$ cat src/rtl/ts_filt_pkg.sv
package ts_filt_pkg;

  localparam logic [7:0] SYNC_BYTE = 8'h47;
  localparam int PID_W     = 13;
  localparam int ENA_POS   = 15;
  localparam int PASS_POS  = 16;
  localparam int LSB_POS   = 14;
  localparam int BLOCK_POS = 13;
  localparam logic [PID_W-1:0] PARKED_PID = '1;

  typedef struct packed {
    logic             ena;
    logic [PID_W-1:0] pid;
  } pat_entry_t;

  typedef struct packed {
    logic pass_all;
    logic lsb_first;
    logic block_all;
  } glob_ctl_t;

endpackage

$ cat src/rtl/ts_pattern_bank.sv
module ts_pattern_bank
  import ts_filt_pkg::*;
#(
  parameter int N_ENTRIES = 8,
  parameter int ADDR_W    = 6
) (
  input  logic             clk,
  input  logic             rst_n,
  input  logic             wr_en,
  input  logic [ADDR_W-1:0] addr,
  input  logic [31:0]      wdata,
  output logic [31:0]      rdata,
  input  logic [PID_W-1:0] cand_pid,
  output logic             lsb_first,
  output logic             keep
);

  localparam int SEL_W   = $clog2(N_ENTRIES);
  localparam int SEL_LSB = 2;
  localparam int TOP_LSB = SEL_LSB + SEL_W;

  logic             in_range;
  logic [SEL_W-1:0] sel;

  assign in_range = (addr[ADDR_W-1:TOP_LSB] == '0);
  assign sel      = addr[TOP_LSB-1:SEL_LSB];

  pat_entry_t ent_q [N_ENTRIES];
  pat_entry_t ent_d [N_ENTRIES];
  glob_ctl_t  ctl_q, ctl_d;
  logic [N_ENTRIES-1:0] hit;

  // next-state for entries and controls
  always_comb begin
    for (int i = 0; i < N_ENTRIES; i++) begin
      ent_d[i] = ent_q[i];
      if (wr_en && in_range && (int'(sel) == i)) begin
        ent_d[i].ena = wdata[ENA_POS];
        ent_d[i].pid = wdata[PID_W-1:0];
      end
    end
    ctl_d = ctl_q;
    if (wr_en && in_range && (sel == '0)) begin
      ctl_d.pass_all  = wdata[PASS_POS];
      ctl_d.lsb_first = wdata[LSB_POS];
      ctl_d.block_all = wdata[BLOCK_POS];
    end
  end

  always_ff @(posedge clk or negedge rst_n) begin
    if (!rst_n) begin
      for (int i = 0; i < N_ENTRIES; i++) begin
        ent_q[i] <= '{ena: 1'b0, pid: PARKED_PID};
      end
      ctl_q <= '0;
    end else begin
      for (int i = 0; i < N_ENTRIES; i++) begin
        ent_q[i] <= ent_d[i];
      end
      ctl_q <= ctl_d;
    end
  end

  // parallel comparators, one per entry
  generate
    for (genvar g = 0; g < N_ENTRIES; g++) begin : g_cmp
      assign hit[g] = ent_q[g].ena && (ent_q[g].pid == cand_pid);
    end
  endgenerate

  always_comb begin
    rdata = '0;
    if (in_range) begin
      for (int i = 0; i < N_ENTRIES; i++) begin
        if (int'(sel) == i) begin
          rdata[ENA_POS]     = ent_q[i].ena;
          rdata[PID_W-1:0]   = ent_q[i].pid;
        end
      end
      if (sel == '0) begin
        rdata[PASS_POS]  = ctl_q.pass_all;
        rdata[LSB_POS]   = ctl_q.lsb_first;
        rdata[BLOCK_POS] = ctl_q.block_all;
      end
    end
  end

  assign lsb_first = ctl_q.lsb_first;
  assign keep      = ctl_q.pass_all | (~ctl_q.block_all & (|hit));

endmodule

$ cat src/rtl/ts_sync_track.sv
module ts_sync_track
  import ts_filt_pkg::*;
#(
  parameter  int PKT_BYTES = 188,
  localparam int CNT_W     = $clog2(PKT_BYTES)
) (
  input  logic             clk,
  input  logic             rst_n,
  input  logic             in_valid,
  input  logic             in_sop,
  input  logic [7:0]       in_data,
  output logic             fire,
  output logic [CNT_W-1:0] idx
);

  logic             busy_q, busy_d;
  logic [CNT_W-1:0] cnt_q, cnt_d;
  logic             start;

  assign start = in_valid && !busy_q && in_sop && (in_data == SYNC_BYTE);
  assign fire  = (in_valid && busy_q) || start;
  assign idx   = busy_q ? cnt_q : '0;

  always_comb begin
    busy_d = busy_q;
    cnt_d  = cnt_q;
    if (fire) begin
      if (idx == CNT_W'(PKT_BYTES - 1)) begin
        busy_d = 1'b0;
        cnt_d  = '0;
      end else begin
        busy_d = 1'b1;
        cnt_d  = idx + 1'b1;
      end
    end
  end

  always_ff @(posedge clk or negedge rst_n) begin
    if (!rst_n) begin
      busy_q <= 1'b0;
      cnt_q  <= '0;
    end else begin
      busy_q <= busy_d;
      cnt_q  <= cnt_d;
    end
  end

endmodule

$ cat src/rtl/ts_word_pack.sv
module ts_word_pack
  import ts_filt_pkg::*;
#(
  parameter  int PKT_BYTES  = 188,
  parameter  int WORD_BYTES = 4,
  localparam int CNT_W      = $clog2(PKT_BYTES),
  localparam int LANE_W     = $clog2(WORD_BYTES),
  localparam int WORD_W     = 8 * WORD_BYTES
) (
  input  logic              clk,
  input  logic              rst_n,
  input  logic              fire,
  input  logic [CNT_W-1:0]  idx,
  input  logic [7:0]        data,
  input  logic              dec_stb,
  input  logic              keep_in,
  input  logic              lsb_in,
  output logic [PID_W-1:0]  cand_pid,
  output logic              out_valid,
  output logic [WORD_W-1:0] out_data,
  output logic              out_sop,
  output logic              out_eop
);

  logic [7:0] hold_q [WORD_BYTES-1];
  logic [7:0] hold_d [WORD_BYTES-1];
  logic keep_q, keep_d, lsb_q, lsb_d;
  logic ov_q, ov_d, sop_q, sop_d, eop_q, eop_d;
  logic [WORD_W-1:0] od_q, od_d;
  logic [LANE_W-1:0] lane;
  logic last_lane, emit;
  logic [WORD_W-1:0] word_be, word_le;

  assign lane      = idx[LANE_W-1:0];
  assign last_lane = (lane == LANE_W'(WORD_BYTES - 1));
  assign cand_pid  = {hold_q[1][4:0], data};
  assign emit      = fire && last_lane && keep_q;

  generate
    for (genvar l = 0; l < WORD_BYTES; l++) begin : g_lane
      logic [7:0] lane_val;
      if (l == WORD_BYTES - 1) begin : g_live
        assign lane_val = data;
      end else begin : g_held
        assign lane_val = hold_q[l];
      end
      assign word_be[8*(WORD_BYTES-1-l) +: 8] = lane_val;
      assign word_le[8*l +: 8]                = lane_val;
    end
  endgenerate

  always_comb begin
    for (int l = 0; l < WORD_BYTES - 1; l++) begin
      hold_d[l] = hold_q[l];
      if (fire && (int'(lane) == l)) hold_d[l] = data;
    end
    keep_d = keep_q;
    lsb_d  = lsb_q;
    if (dec_stb) begin
      keep_d = keep_in;
      lsb_d  = lsb_in;
    end
    ov_d  = emit;
    od_d  = od_q;
    if (emit) od_d = lsb_q ? word_le : word_be;
    sop_d = emit && (idx == CNT_W'(WORD_BYTES - 1));
    eop_d = emit && (idx == CNT_W'(PKT_BYTES - 1));
  end

  always_ff @(posedge clk or negedge rst_n) begin
    if (!rst_n) begin
      for (int l = 0; l < WORD_BYTES - 1; l++) hold_q[l] <= '0;
      keep_q <= 1'b0;
      lsb_q  <= 1'b0;
      ov_q   <= 1'b0;
      od_q   <= '0;
      sop_q  <= 1'b0;
      eop_q  <= 1'b0;
    end else begin
      for (int l = 0; l < WORD_BYTES - 1; l++) hold_q[l] <= hold_d[l];
      keep_q <= keep_d;
      lsb_q  <= lsb_d;
      ov_q   <= ov_d;
      od_q   <= od_d;
      sop_q  <= sop_d;
      eop_q  <= eop_d;
    end
  end

  assign out_valid = ov_q;
  assign out_data  = od_q;
  assign out_sop   = sop_q;
  assign out_eop   = eop_q;

endmodule

$ cat src/rtl/ts_pid_filter.sv
module ts_pid_filter
  import ts_filt_pkg::*;
#(
  parameter  int N_ENTRIES  = 8,
  parameter  int ADDR_W     = 6,
  parameter  int PKT_BYTES  = 188,
  parameter  int WORD_BYTES = 4,
  localparam int CNT_W      = $clog2(PKT_BYTES),
  localparam int WORD_W     = 8 * WORD_BYTES
) (
  input  logic              clk,
  input  logic              rst_n,
  input  logic              in_valid,
  input  logic              in_sop,
  input  logic [7:0]        in_data,
  input  logic              reg_wr,
  input  logic [ADDR_W-1:0] reg_addr,
  input  logic [31:0]       reg_wdata,
  output logic [31:0]       reg_rdata,
  output logic              out_valid,
  output logic [WORD_W-1:0] out_data,
  output logic              out_sop,
  output logic              out_eop
);

  localparam int DECIDE_IDX = 2;

  logic [1:0] rst_pipe_q;
  logic       rst_core_n;

  always_ff @(posedge clk or negedge rst_n) begin
    if (!rst_n) rst_pipe_q <= '0;
    else        rst_pipe_q <= {rst_pipe_q[0], 1'b1};
  end
  assign rst_core_n = rst_pipe_q[1];

  logic             fire;
  logic [CNT_W-1:0] idx;
  logic [PID_W-1:0] cand_pid;
  logic             keep, lsb_first, dec_stb;

  assign dec_stb = fire && (idx == CNT_W'(DECIDE_IDX));

  ts_sync_track #(.PKT_BYTES(PKT_BYTES)) u_sync (
    .clk      (clk),
    .rst_n    (rst_core_n),
    .in_valid (in_valid),
    .in_sop   (in_sop),
    .in_data  (in_data),
    .fire     (fire),
    .idx      (idx)
  );

  ts_pattern_bank #(.N_ENTRIES(N_ENTRIES), .ADDR_W(ADDR_W)) u_bank (
    .clk       (clk),
    .rst_n     (rst_core_n),
    .wr_en     (reg_wr),
    .addr      (reg_addr),
    .wdata     (reg_wdata),
    .rdata     (reg_rdata),
    .cand_pid  (cand_pid),
    .lsb_first (lsb_first),
    .keep      (keep)
  );

  ts_word_pack #(.PKT_BYTES(PKT_BYTES), .WORD_BYTES(WORD_BYTES)) u_pack (
    .clk       (clk),
    .rst_n     (rst_core_n),
    .fire      (fire),
    .idx       (idx),
    .data      (in_data),
    .dec_stb   (dec_stb),
    .keep_in   (keep),
    .lsb_in    (lsb_first),
    .cand_pid  (cand_pid),
    .out_valid (out_valid),
    .out_data  (out_data),
    .out_sop   (out_sop),
    .out_eop   (out_eop)
  );

endmodule

$ cat config.mk
export PLATFORM = sky130hd
export DESIGN_NAME = ts_pid_filter
export DESIGN_NICKNAME = d
export VERILOG_FILES = /design/src/rtl/ts_filt_pkg.sv /design/src/rtl/ts_pattern_bank.sv /design/src/rtl/ts_sync_track.sv /design/src/rtl/ts_word_pack.sv /design/src/rtl/ts_pid_filter.sv
export SDC_FILE = /design/constraint.sdc
export NUM_CORES = 1
export LEC_CHECK = 0
export CORE_ASPECT_RATIO = 1.1
export CORE_MARGIN = 1.5
export CORE_UTILIZATION = 40
export DETAILED_ROUTE_END_ITERATION = 16
export GPL_ROUTABILITY_DRIVEN = 0
export PLACE_DENSITY_LB_ADDON = 0.25
export SYNTH_ARGS = -nofsm -noshare
export SYNTH_HDL_FRONTEND = slang
export SYNTH_SLANG_ARGS = --single-unit
$ cat constraint.sdc
create_clock -name clk -period 6.7 [get_ports clk]
set_input_delay 1.675 -clock clk [delete_from_list [all_inputs] [get_ports clk]]
set_output_delay 1.675 -clock clk [all_outputs]
set_load 0.02 [all_outputs]
# Word-level counts from Yosys, hierarchy flattened
# Cells that the tools add are included.
[op_classes]
n_addsub = 1
n_eq_ne = 22
muxes = 23
n_bitwise = 4
reduce_logical = 36
[op_table]
columns = ["op", "count"]
rows = [
  ["$eq A13 B13 Y1", 8],
  ["$mux W13", 8],
  ["$mux W32", 1],
  ["$logic_and A1 B1 Y1", 30],
  ["$mux W17", 1],
  ["$eq A8 B2 Y1 const B", 2],
  ["$mux W8", 2],
  ["$eq A3 B3 Y1 const B", 4],
  ["$mux W1", 10],
  ["$add A8 B1 Y8 const B", 1],
  ["$eq A8 B7 Y1 const B", 1],
  ["$eq A8 B8 Y1 const B", 1],
  ["$reduce_or A8 Y1", 1],
  ["$eq A2 B2 Y1 const B", 3],
  ["$eq A3 B2 Y1 const B", 2],
  ["$logic_not A3 Y1", 2],
  ["$eq A3 B1 Y1 const B", 1],
  ["$logic_not A2 Y1", 1],
  ["$mux W2", 1],
  ["$not A1 Y1", 2],
  ["$and A1 B1 Y1", 1],
  ["$logic_not A1 Y1", 1],
  ["$logic_or A1 B1 Y1", 1],
  ["$or A1 B1 Y1", 1],
]
[word_totals]
register_bits = 187
output_inout_bits = 67
elab_cells = 117

# Logic depth before layout (Yosys ltp)
[depth]
ltp_word = 10
mapped_depth = 10
mapped_depth_nobuf = 7

# Modules after synthesis
# A second synthesis with hierarchy kept.
[unflattened]
hier_cells = 837
area_unflattened_um2 = 10501.3
[modules_own_cells]
columns = ["mod", "n_inst", "cells_per_inst", "area_each_um2"]
rows = [
  ["ts_pattern_bank", 1, 583, 6964.2],
  ["ts_word_pack", 1, 180, 2884.0],
  ["ts_sync_track", 1, 68, 575.6],
  ["ts_pid_filter", 1, 6, 77.6],
]

# Worst setup path after synthesis
# OpenSTA, ideal clock, no wires.
[synth_timing]
kind = "input-to-output"
startpoint = "in reg_addr[2]"
endpoint = "out reg_rdata[10]"
t_arrival_ns = 3.462
setup_slack_ns = 1.563
cell_stages = 8
n_path_buf = 2
path_cell_list = "buf_2 > nor2b_1 > buf_2 > a22oi_1 > o22a_1 > a2bb2oi_1 > o221a_2 > nor3_1"
[synth_via]
elab_chain_len = 10
elab_cells_between_ends = 17
classes_between = "7 x eq/ne; 9 x mux; 1 x reduce/logical"
[synth_lines]
columns = ["element", "line_no", "text"]
rows = [
  ["from (decl)", "ts_pid_filter.sv:17", "input logic [ADDR_W-1:0] reg_addr,"],
  ["$logic_not A3 Y1", "ts_pattern_bank.sv:75", "if (int'(sel) == i) begin"],
  ["$mux W13 (7 in series)", "ts_pattern_bank.sv:75", ""],
  ["$mux W13 (*)", "ts_pattern_bank.sv:75", ""],
  ["$mux W17 (*)", "ts_pattern_bank.sv:73", "if (in_range) begin"],
  ["to (decl)", "ts_pid_filter.sv:19", "output logic [31:0] reg_rdata,"],
]
# Every way passes the cells marked *; elsewhere a longest branch is shown, timed or not.

# Final worst setup path
[layout_timing]
startpoint = "in reg_addr[2]"
endpoint = "out reg_rdata[6]"
# The elaborated chain is that of the path after synthesis.

==> summary.md <==
| Metric | Value |
|---|---|
| Nets@finish | 985 |
| Unrepaired setup endpoints after global routing | no |
| Final WL | 27000 um |
| Post-CTS Resized | 0 |
| Placed inst area | roughly 11000 um^2 |
| IO Port Bufs | 85 |
| Final Skew | 0.0101 ns |
| Critical path arrival | 4.55 ns |
| Library cells used by synthesis | 54 |
| YS warnings | 0 |
| Detailed placement HPWL | 18400 um |
| Layout Cells excl Fill | 1253 |
| Number of flops mapped to enable cells by yosys | 0 |
| Dpl cells | 1221 |
| Pins over their slew limit | 0 |
| CP Launch Type | input port |
| Final ANT Viol Nets | 0 |
| Async SR Flop Fraction | 1.00 |
| H-tree depth | 4 |
| Crit path largest cell delay | 0.67 ns |
| WL/cell | 21.5 um |
| Setup CP Type | input port to primary output |
| Synth top area share | 0.269 |
| FF+latch count, synth | between 150 and 200 |
| Top FF cell, synth | dfstp_2 |
| Share of layout cells above drive strength 1 | 0.364 |
| Cell breakdown of the critical path | clkdlybuf4s50_1 > buf_4 > and2_1 > buf_4 > a2bb2oi_1 > o221a_2 > nor3_1 > clkdlybuf4s50_1 |
| TritonCTS Sinks | approximately 190 |
| Lkg Pwr | 4.54 nW |
| Clock buffer depth | 2 |
| Commonest cells in the netlist | mux2_2, dfstp_2, dfrtp_1 |
| Worst path buffer plus inverter count | 4 |
| Die area | roughly 26000 um^2 |
| Slowest CP cell | clkdlybuf4s50_1 |
| Initial antenna violation count | 0 |
| Fin worst setup slack | 0.473 ns |
| Worst-path clk slew | 0.07 ns |
| Drt pass-1 iters | 5 |
| Critical Path Sink Type | primary output |
| Register area share after synthesis | 0.474 |
| Avg Vias per Cell | 5.56 |
| Root buf cell | clkbuf_16 |
| Final setup vio count | 0 |
| Setup TNS Final | 0 ns |
| Util after Layout | 0.480 |
| Vias | 6968 |
| First-pass GRT wire length | 41600 um |
| Critical Path Start | reg_addr[2] |
| Crit share post-route | 0.929 |
| Chip Width | 155 um |
| Grt ovf | 0 |
| CTS tree | done |
| FP Rows | 60 |
| Avg Inst Size Synth | around 12 um^2 |
| CP required | 5.03 ns |
| Latest clock arrival within the worst-skew pair | approximately 0.43 ns |
| Family with the most delay on the worst path | buffers and inverters |
| Power Density | between 300 and 400 nW/um^2 |
| Die span in y | 170 um |
| Worst r2r src | u_pack.g_lane[1].lane_val[2] |
| Slew HR | 0.168 |
| Worst slew pin tran | approximately 1.2 ns |
| CP max FO | 17 |
| Outcome | completed |
| Mapped cell area | 10200 um^2 |
| Mapped Cells | between 800 and 900 |
| Area grow syn2layout | 16.8% |
| Final instance area | 11900 um^2 |
| Largest net degree at the start of global routing | 152 |
| Count leader, synth | mux2_2 |
| Antenna cells | 0 |
| Fin crit period | 6.23 ns |
| Total Power | 3.73 mW |
| Vias in the first global route | 6922 |
| HP Class | flip-flop to asynchronous set/reset pin |
| Top Ports | 118 |
| Peak VDD IR | 0.000156 V |
| Biggest area consumer among synthesized cells | dfstp_2 |
| Drt first-iter violations | 369 |
| Hold_ws | slightly below 0.3 ns |
| CTS buffer count | 17 |
| # Max-Cap Violations | 0 |
| Post-place setup slack | 0.570 ns |
| Number of remaining DRC errors | 0 |
| GRT Util Overall | 0.211 |
| Core Box Area | approximately 25000 um^2 |
| Final Hold Vio Count | 0 |
| Hold-fix buffers at CTS | 0 |
| Starting Density | 0.411 |
| Post-CTS Setup Inserts | 0 |
| Ranking of synthesized cells by area | dfstp_2, dfrtp_1, mux2_2, xnor2_1, mux2i_1 |
| Fmax | about 0.16 GHz |
==> final timing paths <==
kind                                     to  slack, ns  cells after the start
max                            reg_rdata[6]       0.47                      8
max reg2reg                   u_pack.keep_q       3.92                      6
min in group clk              rst_pipe_q[1]       0.36                      0
min reg2reg                u_bank.ent_q[97]       0.29                      0
max in group asynchronous     rst_pipe_q[1]       5.17                      1
min                        u_bank.ent_q[97]       0.29                      0
==> per-layer routing <==
| layer | global-route usage | part of all wire | vias up |
|---|---|---|---|
| met5 | 0 | 0 | - |
| met3 | 0.0379 | 0.050 | 37 |
| met4 | 0.0702 | 0.022 | 0 |
| li1 | - | - | 3212 |
| met1 | 0.281 | 0.45 | 3476 |
| met2 | 0.346 | 0.48 | 243 |
==> cell usage in the layout, fill, tap and decap left out, types with 16 or more instances in the layout <==
cell	n
nor2b_1	16
nor3_1	16
nand4_1	18
xor2_1	32
xnor2_1	73
mux2i_1	36
dfstp_2	104
mux2_2	139
clkbuf_16	17
a22oi_1	26
conb_1	16
clkdlybuf4s50_1	83
buf_4	23
nand2_1	23
dfrtp_1	82
a21oi_1	19
a21oi_2	16
nor2_1	52
==> logic make-up after synthesis <==
family,count (synthesis),synth area share
flops,187,0.474
mux,176,0.191
simple gates,174,0.0886
compound gates,136,0.107
xor+xnor,105,0.0906
buf+inv,86,0.0434
fa+ha+maj,4,0.00493
other cells,2,0.000740
==> where the power goes <==
part / total [mW] / switching [mW] / internal (mW) / leakage (nW)
Clock: 1.08 / 0.482 / 0.602 / 0.302
Combinational: 0.873 / 0.393 / 0.480 / 2.04
Sequential: 1.78 / 0.306 / 1.47 / 2.19
==> registers in the layout, indices dropped and copies added (netlist names) <==
register                cells
u_bank.ctl_q                2
u_sync.busy_q               1
rst_pipe_q                  2
u_pack.out_sop              1
u_bank.ent_q              112
u_pack.out_data            32
u_pack.keep_q               1
u_pack.lsb_q                1
u_pack.g_lane.lane_val     24
u_pack.out_valid            1
u_sync.cnt_q                8
u_bank.lsb_first            1
u_pack.out_eop              1
==> cell type report <==
| class | count | area (um^2) |
|---|---|---|
| Timing Repair Buffer | 109 | 1030 |
| Sequential cell | 187 | 4810 |
| Clock inverter | 15 | 210 |
| Multi-Input combinational cell | 611 | 4980 |
| Tap cell | 310 | 388 |
| Fill cell | 2256 | 12800 |
| Clock buffer | 17 | 425 |
| Inverter | 4 | 15.0 |
No activity file was read; power rests on OpenSTA's default activity.
